`src/rtl/wdt_pkg.sv`:
```
package wdt_pkg;
  typedef enum logic {
    WDT_BASIC  = 1'b0,
    WDT_WINDOW = 1'b1
  } wdt_mode_e;
endpackage

```
`src/rtl/wdt_ctrl_regs.sv`:
```
module wdt_ctrl_regs
  import wdt_pkg::*;
#(
  parameter int SEL_W        = 5,
  parameter int TOUT_SEL_RST = 16,
  parameter int BAN_SEL_RST  = 16
) (
  input  logic             clk_i,
  input  logic             rst_ni,
  input  logic             wr_i,
  input  logic             en_i,
  input  logic             mode_i,
  input  logic             dar_i,
  input  logic             fcd_i,
  input  logic [SEL_W-1:0] ban_sel_i,
  input  logic [SEL_W-1:0] tout_sel_i,
  input  logic             fuse_auto_i,
  input  logic             fire_i,
  output logic             en_o,
  output wdt_mode_e        mode_o,
  output logic             dar_o,
  output logic             fcd_o,
  output logic [SEL_W-1:0] ban_sel_o,
  output logic [SEL_W-1:0] tout_sel_o
);
  logic dar_locked;
  assign dar_locked = fuse_auto_i & ~fcd_o;

  always_ff @(posedge clk_i or negedge rst_ni) begin
    if (!rst_ni) begin
      en_o       <= 1'b0;
      mode_o     <= WDT_BASIC;
      dar_o      <= 1'b0;
      fcd_o      <= 1'b0;
      ban_sel_o  <= SEL_W'(BAN_SEL_RST);
      tout_sel_o <= SEL_W'(TOUT_SEL_RST);
    end else begin
      if (wr_i) begin
        en_o       <= en_i;
        fcd_o      <= fcd_i;
        ban_sel_o  <= ban_sel_i;
        tout_sel_o <= tout_sel_i;
        if (!en_o)       mode_o <= wdt_mode_e'(mode_i);
        if (!dar_locked) dar_o  <= dar_i;
      end
      // watchdog reset overrides a concurrent enable write
      if (fire_i && dar_o) en_o <= 1'b0;
    end
  end
endmodule

```
`src/rtl/wdt_window_cnt.sv`:
```
module wdt_window_cnt
  import wdt_pkg::*;
#(
  parameter int SEL_W = 5,
  localparam int CNT_W = 2**SEL_W + 2
) (
  input  logic             clk_i,
  input  logic             rst_ni,
  input  logic             en_i,
  input  wdt_mode_e        mode_i,
  input  logic [SEL_W-1:0] ban_sel_i,
  input  logic [SEL_W-1:0] tout_sel_i,
  input  logic             tick_i,
  input  logic             clr_i,
  output logic [CNT_W-1:0] cnt_o,
  output logic             in_ban_o,
  output logic             fire_o
);
  function automatic logic [CNT_W-1:0] span(input logic [SEL_W-1:0] sel);
    span = CNT_W'(1) << (CNT_W'(sel) + CNT_W'(1));
  endfunction

  logic [CNT_W-1:0] ban_len, tout_len, limit, cnt_inc;
  logic             expire, bad_clr;

  assign ban_len  = span(ban_sel_i);
  assign tout_len = span(tout_sel_i);
  assign limit    = (mode_i == WDT_WINDOW) ? ban_len + tout_len : tout_len;
  assign cnt_inc  = cnt_o + CNT_W'(1);
  assign in_ban_o = en_i && (mode_i == WDT_WINDOW) && (cnt_o < ban_len);
  // >= keeps expiry safe if a select shrinks below the running count
  assign expire   = en_i & tick_i & (cnt_inc >= limit);
  assign bad_clr  = clr_i & in_ban_o;
  assign fire_o   = expire | bad_clr;

  always_ff @(posedge clk_i or negedge rst_ni) begin
    if (!rst_ni)              cnt_o <= '0;
    else if (!en_i || fire_o) cnt_o <= '0;
    else if (clr_i)           cnt_o <= '0;
    else if (tick_i)          cnt_o <= cnt_inc;
  end
endmodule

```
`src/rtl/wdt_rst_gen.sv`:
```
module wdt_rst_gen (
  input  logic clk_i,
  input  logic rst_ni,
  input  logic fire_i,
  input  logic flag_clr_i,
  output logic wdt_rst_o,
  output logic flag_o
);
  always_ff @(posedge clk_i or negedge rst_ni) begin
    if (!rst_ni) begin
      wdt_rst_o <= 1'b0;
      flag_o    <= 1'b0;
    end else begin
      wdt_rst_o <= fire_i;
      if (fire_i)          flag_o <= 1'b1;
      else if (flag_clr_i) flag_o <= 1'b0;
    end
  end
endmodule

```
`src/rtl/windowed_wdt.sv`:
```
module windowed_wdt
  import wdt_pkg::*;
#(
  parameter int SEL_W        = 5,
  parameter int TOUT_SEL_RST = 16,
  parameter int BAN_SEL_RST  = 16,
  localparam int CNT_W       = 2**SEL_W + 2
) (
  input  logic             clk_i,
  input  logic             rst_ni,
  input  logic             tick_i,
  input  logic             ctrl_wr_i,
  input  logic             en_i,
  input  logic             mode_i,
  input  logic             dar_i,
  input  logic             fcd_i,
  input  logic [SEL_W-1:0] ban_sel_i,
  input  logic [SEL_W-1:0] tout_sel_i,
  input  logic             clr_i,
  input  logic             flag_clr_i,
  input  logic             fuse_auto_i,
  output logic             wdt_rst_o,
  output logic             flag_o,
  output logic             in_ban_o,
  output logic [CNT_W-1:0] cnt_o,
  output logic             en_o,
  output logic             mode_o,
  output logic             dar_o,
  output logic             fcd_o,
  output logic [SEL_W-1:0] ban_sel_o,
  output logic [SEL_W-1:0] tout_sel_o
);
  wdt_mode_e mode_q;
  logic      fire;

  assign mode_o = mode_q;

  wdt_ctrl_regs #(
    .SEL_W(SEL_W), .TOUT_SEL_RST(TOUT_SEL_RST), .BAN_SEL_RST(BAN_SEL_RST)
  ) u_regs (
    .clk_i, .rst_ni,
    .wr_i(ctrl_wr_i), .en_i, .mode_i, .dar_i, .fcd_i, .ban_sel_i, .tout_sel_i,
    .fuse_auto_i, .fire_i(fire),
    .en_o, .mode_o(mode_q), .dar_o, .fcd_o, .ban_sel_o, .tout_sel_o
  );

  wdt_window_cnt #(.SEL_W(SEL_W)) u_cnt (
    .clk_i, .rst_ni,
    .en_i(en_o), .mode_i(mode_q), .ban_sel_i(ban_sel_o), .tout_sel_i(tout_sel_o),
    .tick_i, .clr_i, .cnt_o, .in_ban_o, .fire_o(fire)
  );

  wdt_rst_gen u_rst (
    .clk_i, .rst_ni, .fire_i(fire), .flag_clr_i, .wdt_rst_o, .flag_o
  );
endmodule

```
`config.mk`:
```
export PLATFORM = sky130hd
export DESIGN_NAME = windowed_wdt
export DESIGN_NICKNAME = d
export VERILOG_FILES = /design/src/rtl/wdt_pkg.sv /design/src/rtl/wdt_ctrl_regs.sv /design/src/rtl/wdt_window_cnt.sv /design/src/rtl/wdt_rst_gen.sv /design/src/rtl/windowed_wdt.sv
export SDC_FILE = /design/constraint.sdc
export NUM_CORES = 1
export LEC_CHECK = 0
export BUFFER_PORTS_ARGS = -buffer_cell sky130_fd_sc_hd__buf_2
export CORE_UTILIZATION = 35
export DETAILED_ROUTE_END_ITERATION = 8
export SYNTH_ARGS = -nofsm -noshare
export SYNTH_HDL_FRONTEND = slang
export SYNTH_SLANG_ARGS = --single-unit
export TNS_END_PERCENT = 10
```
`constraint.sdc`:
```
create_clock -name clk_i -period 9.04 [get_ports clk_i]
set_input_delay 0.904 -clock clk_i [delete_from_list [all_inputs] [get_ports clk_i]]
set_output_delay 0.904 -clock clk_i [all_outputs]
set_load 0.005 [all_outputs]
```
======== Word-level counts from Yosys, hierarchy flattened ========
Index checks and enable logic that the tools add are counted.
word-level totals
  register bits after elaboration ......... 50
  bits in latches ......................... 0
  output and inout port bits .............. 51
  memories ................................ 0
  bits in writable memories ............... 0
  ROM bits ................................ 0
  bits of input ports ..................... 21
operators by class
  equal/unequal tests ..................... 0
  bitwise gates (word level) .............. 8
  multiplexer cells ....................... 8
  add/sub/neg operators ................... 4
  reduce and logical (&&, ||, !) cells .... 10
  multiply operators ...................... 0
  magnitude comparators ................... 2
  divide/modulo/power cells ............... 0
  shifts and indexed selects .............. 2
operators by type and width
  operator                                           count
  two-way mux 34 bit                                 4
  << shifter 1 x 34 -> 34 bit, first input constant  2
  adder 34 x 1 -> 34 bit, second input constant      1
  adder 34 bit                                       1
  greater-or-equal comparator 34 bit                 1
  < comparator 34 bit                                1
  adder 5 x 1 -> 6 bit, second input constant        2
  bitwise AND 1 bit                                  4
  two-way mux 1 bit                                  4
  AND reduction 2 bit                                2
  nonzero test 2 bit                                 2
  logical AND 1 bit                                  3
  inverter 1 bit                                     3
  nonzero test 3 bit                                 1
  logical NOT 1 bit                                  1
  logical OR 1 bit                                   1
  OR 1 bit                                           1

======== Longest topological paths before layout ========
  depth in word-level cells ............... 9
  depth in mapped cells ................... 29

======== By module ========
A second synthesis with hierarchy kept.
unflattened totals
  cell total of the unflattened synthesis .. 856
  area total of the unflattened synthesis .. 6,919.1 um^2
by module, submodules not included
  module          cells each  times used  area each (um^2)
  wdt_window_cnt  819         1           6,321.1
  wdt_ctrl_regs   33          1           536.8
  wdt_rst_gen     4           1           61.3

======== Worst setup path after synthesis ========
No wires, ideal clock.
  path type ............................... register to register
  from .................................... register u_regs.tout_sel_o[2]
  to ...................................... register u_cnt.cnt_o[2]
  stages on the path, launching flop included .. 28
  slack ................................... 3.450 ns
  data arrival time ....................... 5.526 ns
  data required time ...................... 8.976 ns
  cell sequence ........................... dfrtp_1 buf_6 or3_1 buf_2 nor2_1 ha_1 nor2b_1 a211oi_1 a211oi_2 a311o_2 a21oi_2 o31a_1 o21a_1 o21ai_0 a211o_1 a31oi_1 ha_1 a21o_1 a21o_1 a21o_1 a21oi_1 nor2b_1 o21a_1 or4_1 clkbuf_1 clkbuf_1 nor3b_1 a21o_1
on the way
  longest elaborated chain between the ends .. 9
ends and longest elaborated chain
  what                                                                       RTL line              text
  start, declared                                                            wdt_ctrl_regs.sv:24   output logic [SEL_W-1:0] tout_sel_o
  start signal, assigned                                                     wdt_ctrl_regs.sv:36   tout_sel_o <= SEL_W'(TOUT_SEL_RST);
  start signal, assigned                                                     wdt_ctrl_regs.sv:42   tout_sel_o <= tout_sel_i;
  adder 5 x 1 -> 6 bit (*)                                                   wdt_window_cnt.sv:20  span = CNT_W'(1) << (CNT_W'(sel) + CNT_W'(1));
  << shifter 1 x 34 -> 34 bit (*)                                            wdt_window_cnt.sv:20
  adder 34 bit                                                               wdt_window_cnt.sv:28  assign limit = (mode_i == WDT_WINDOW) ? ban_len + tout_len : tout_len;
  two-way mux 34 bit (*)                                                     wdt_window_cnt.sv:28
  greater-or-equal comparator 34 bit (*)                                     wdt_window_cnt.sv:32  assign expire = en_i & tick_i & (cnt_inc >= limit);
  bitwise AND 1 bit (*)                                                      wdt_window_cnt.sv:32
  OR 1 bit (*)                                                               wdt_window_cnt.sv:34  assign fire_o = expire | bad_clr;
  logical OR 1 bit (*)                                                       wdt_window_cnt.sv:38  else if (!en_i || fire_o) cnt_o <= '0;
  nonzero test 3 bit (no line) / two-way mux 34 bit (equally long branches)  --
  end signal, assigned                                                       wdt_window_cnt.sv:40  else if (tick_i) cnt_o <= cnt_inc;
  end, declared                                                              wdt_window_cnt.sv:15  output logic [CNT_W-1:0] cnt_o,
Mark *: on every way between the ends. The rest lies on a longest branch, timed or not.
A chain may end at the register's enable or synchronous reset.

======== Final worst setup path ========
  from .................................... register u_regs.tout_sel_o[0]
  to ...................................... register u_cnt.cnt_o[3]
Same word-level chain as after synthesis.

==> results.py <==
metrics = {
    "status": {
        "outcome": "complete, no violations",
    },
    "critical_path": {
        "worst_ep_required_time_ps": 9250,
        "r2r-start": "u_regs.tout_sel_o[0]",
        "worstSetupPathType": "reg -> reg",
        "endpoint": "u_cnt.cnt_o[3]",
        "crit_fanout": 18,
        "cp_data_arrival_time_ps": 6830,
        "startpoint_type": "flip-flop",
        "cp-startpoint": "u_regs.tout_sel_o[0]",
        "slowest_stage": "or4_1",
        "max_stage_delay_ps": 790,
        "endpoint_kind": "flip-flop",
        "r2r_end": "u_cnt.cnt_o[3]",
        "ff2ff_path_depth": 24,
        "regToRegSetupSlack_ps": 2420,
        "crit_chain": "nand3b_1, nor3_1, ha_1, and2_1, or3_1, a211oi_1, nor2_1, a21oi_1, o31ai_1, nor3_1, o21ai_0, o21ai_0, a41oi_1, ha_1, a21o_1, a21o_1, a21o_1, a21o_1, a21oi_1, nor2b_1, o21a_1, or4_1, o31a_1, o21ai_0",
        "cp_common_cell": "a21o_1",
    },
    "finish": {
        "fin_area_sq_mm": 0.007321,
        "antenna_cells": 0,
        "layout.nets": 1002,
        "syn_to_final_growth_pct": 10.48,
        "drive_above_1_share_pct": 12.81,
    },
    "routing": {
        "wl_met3_microns": 1110,
        "met1_length_microns": 10050,
        "top_layer_used": "met4",
        "wl_met2_microns": 8111,
        "routedWlPerCell_microns": 17.61,
        "vias_per_cell": 5.688,
        "dr.pass1.iters": 5,
        "vias": 6319,
        "routed_wl_microns": 19570,
        "drtIter0Drc": 462,
        "drcViolationCount": 0,
        "ant_nets": 0,
    },
    "synthesis": {
        "syn_area_sq_mm": 0.006626,
        "yosysSeqAreaShare_pct": 18.92,
        "synth_cell_type_count": 60,
        "async_flop_share_pct": 100.0,
        "syn-mean-instance-area_sq_um": 7.974,
        "yosys_warnings": 0,
        "ys_ff_latch": 50,
        "yosys_most_used_dff": "dfrtp_1",
        "syn_inst": 831,
        "synth_edf_count": 0,
    },
    "floorplanning": {
        "die_x_microns": 139.6,
        "pin_count": 72,
        "die_area_sq_mm": 0.01949,
        "die_h_microns": 139.6,
        "rows": 49,
        "start_util_pct": 36.27,
        "core_area_sq_mm": 0.01827,
    },
    "min_path": {
        "min_path_cells": 1,
        "worstHoldPathType": "reg -> reg",
    },
    "clock_network": {
        "cts-root-buf": "clkbuf_16",
        "htree_levels": 2,
        "insertion_delay_ps": 300,
        "post_cts_buffers": 0,
        "cts-resized-gates": 0,
        "cts.clk_slew.worst_paths_ps": 70,
        "clk_path_buf_depth": 2,
        "cts_tree": "yes",
        "cts_hold_buf": 0,
        "cts_buffers": 5,
        "clock_sinks": 50,
    },
    "grt": {
        "track_usage_pct": 20.69,
        "antenna_found_initial": 0,
        "grt_pass1_wl_microns": 31860,
        "grt_max_degree": 55,
        "grt_pass1_vias": 5736,
        "overflow": 0,
    },
    "sta": {
        "period_share_pct": 73.22,
        "slew_violations": 0,
        "finalClockSkew_ps": 10.42,
        "fin_crit_ps": 6619,
        "fmax_mhz": 151.1,
        "finalHoldViolCount": 0,
        "fin_ws_ps": 2421,
        "worstMarginPinSlew_ps": 745.3,
        "setup_viol": 0,
        "slew_headroom_pct": 49.85,
        "fin_setup_tns_ps": 0,
        "rsz0062_at_grt": "no",
    },
    "place": {
        "dp_hpwl_microns": 15840,
        "numPortBuffers": 71,
        "gp_congestion": 0.8718,
        "place_area_sq_mm": 0.007181,
        "dp_slack_ps": 2496,
    },
    "pwr": {
        "peakVddDrop_v": 0.0001360,
        "p_leak_nw": 3.897,
        "p_total_mw": 0.6806,
        "p_per_area_mw_per_mm2": 92.96,
    },
    "run": {
        "maxCapViolCount": 0,
    },
}
layout by cell type (no fill, tap or decap), types with 8 or more instances in the layout:
cell type,Yosys,routed
nor4_1,10,10
xnor2_1,37,37
xor2_1,20,20
mux2_2,14,14
mux2i_1,16,16
inv_1,48,48
buf_2,3,71
or3_1,8,8
nor3_1,34,34
a21o_1,47,47
dfrtp_1,48,47
ha_1,99,99
nand2_1,83,83
nor2b_1,12,12
o21ai_0,31,31
o21a_1,10,10
nand2b_1,14,14
nor2_1,50,50
nand4_1,18,18
nand3_1,24,24
a21oi_1,57,57
a32o_1,25,25
sequential cells by signal (all words and copies together), names as in the netlist:
name and cells:
u_regs.tout_sel_o 5, u_cnt.cnt_o 34, u_regs.ban_sel_o 5, u_regs.fcd_o 1, u_rst.wdt_rst_o 1, u_regs.en_o 1
u_rst.flag_o 1, u_regs.mode_o 1, u_regs.dar_o 1
Yosys cell counts, types with 4 or more instances:
library cell   n  share of area (%)
o31ai_1        6               0.68
o21ai_0       31                2.3
clkbuf_1      29                1.6
ha_1          99                 19
and2_1         6               0.57
a21o_1        47                5.3
nor4_1        10               0.94
a31oi_1        4               0.38
or3_1          8               0.76
nor3b_1        5               0.57
nand2_1       83                4.7
nor2_1        50                2.8
nor3_1        34                2.6
a32o_1        25                3.8
mux2_2        14                2.4
o211ai_1       6               0.68
a21oi_1       57                4.3
o31a_1         4               0.53
o21a_1        10                1.1
nand3b_1       5               0.57
nand2b_1      14                1.3
inv_1         48                2.7
mux2i_1       16                2.4
dfrtp_1       48                 18
a211oi_1       5               0.57
nand4_1       18                1.7
xnor2_1       37                4.9
xor2_1        20                2.6
and3_1         6               0.57
nor2b_1       12                1.1
nand3_1       24                1.8
where the power goes:
group	internal (mW)	leakage (nW)	switching (mW)
clock network	0.103	0.0641	0.0900
registers	0.235	0.662	0.0183
logic	0.0866	3.17	0.148
total	0.425	3.90	0.256
cells by family after synthesis:
logic type | synth area share, %
AO/OA/AOI/OAI | 22.49
flip-flops | 18.92
XOR/XNOR | 7.534
buffers and inverters | 4.871
other | 0.1133
AND/OR/NAND/NOR | 22.28
multiplexers | 4.796
adder cells (fa/ha/maj) | 19.00
routing by layer:
metal | vias up | track usage, %
li1 | 3160 | -
met1 | 2966 | 31.27
met2 | 177 | 30.55
met3 | 16 | 3.166
met4 | 0 | 4.569
met5 | - | 0
layout make-up:
| type | instances | area (sq um) |
|---|---|---|
| repair buffers | 77 | 400.4 |
| well taps | 229 | 286.5 |
| clock buffers | 7 | 132.6 |
| inverters | 48 | 180.2 |
| flip-flops and latches | 50 | 1255 |
| clock inverters | 1 | 7.507 |
| fillers | 1911 | 10950 |
| multi-input cells | 699 | 5059 |
through the flow:
| step | utilization (%) | std cells | hold slack (ps) |
|---|---|---|---|
| after CTS | 40.07 | 1111 | 470.1 |
| final | 40.07 | 1111 | 473.4 |
| after detailed placement | 39.30 | 1103 | 462.7 |
| after floorplan | - | 832 | 460.2 |
| after global placement | 39.30 | 1103 | 468.8 |
| after global routing | 40.07 | 1111 | 512.6 |
worst max-delay path, delay by kind of cell, from the launching register on:
family	cells	cell delay [ps]
AO/OA/AOI/OAI	14	2640
flip-flops	1	710
adder cells (fa/ha/maj)	2	680
AND/OR/NAND/NOR	8	2500
how the worst min path moves through the flow:
stage,end,startpoint,slack [ps]
after global routing,u_regs.en_o,u_regs.dar_o,510
after CTS,u_regs.en_o,u_regs.dar_o,470
after detailed placement,u_regs.en_o,u_regs.dar_o,460
after floorplan,u_regs.en_o,u_regs.dar_o,460
after global placement,u_rst.flag_o,u_rst.flag_o,470
final,u_regs.en_o,u_regs.dar_o,470
(Power assumes the default switching activity.)
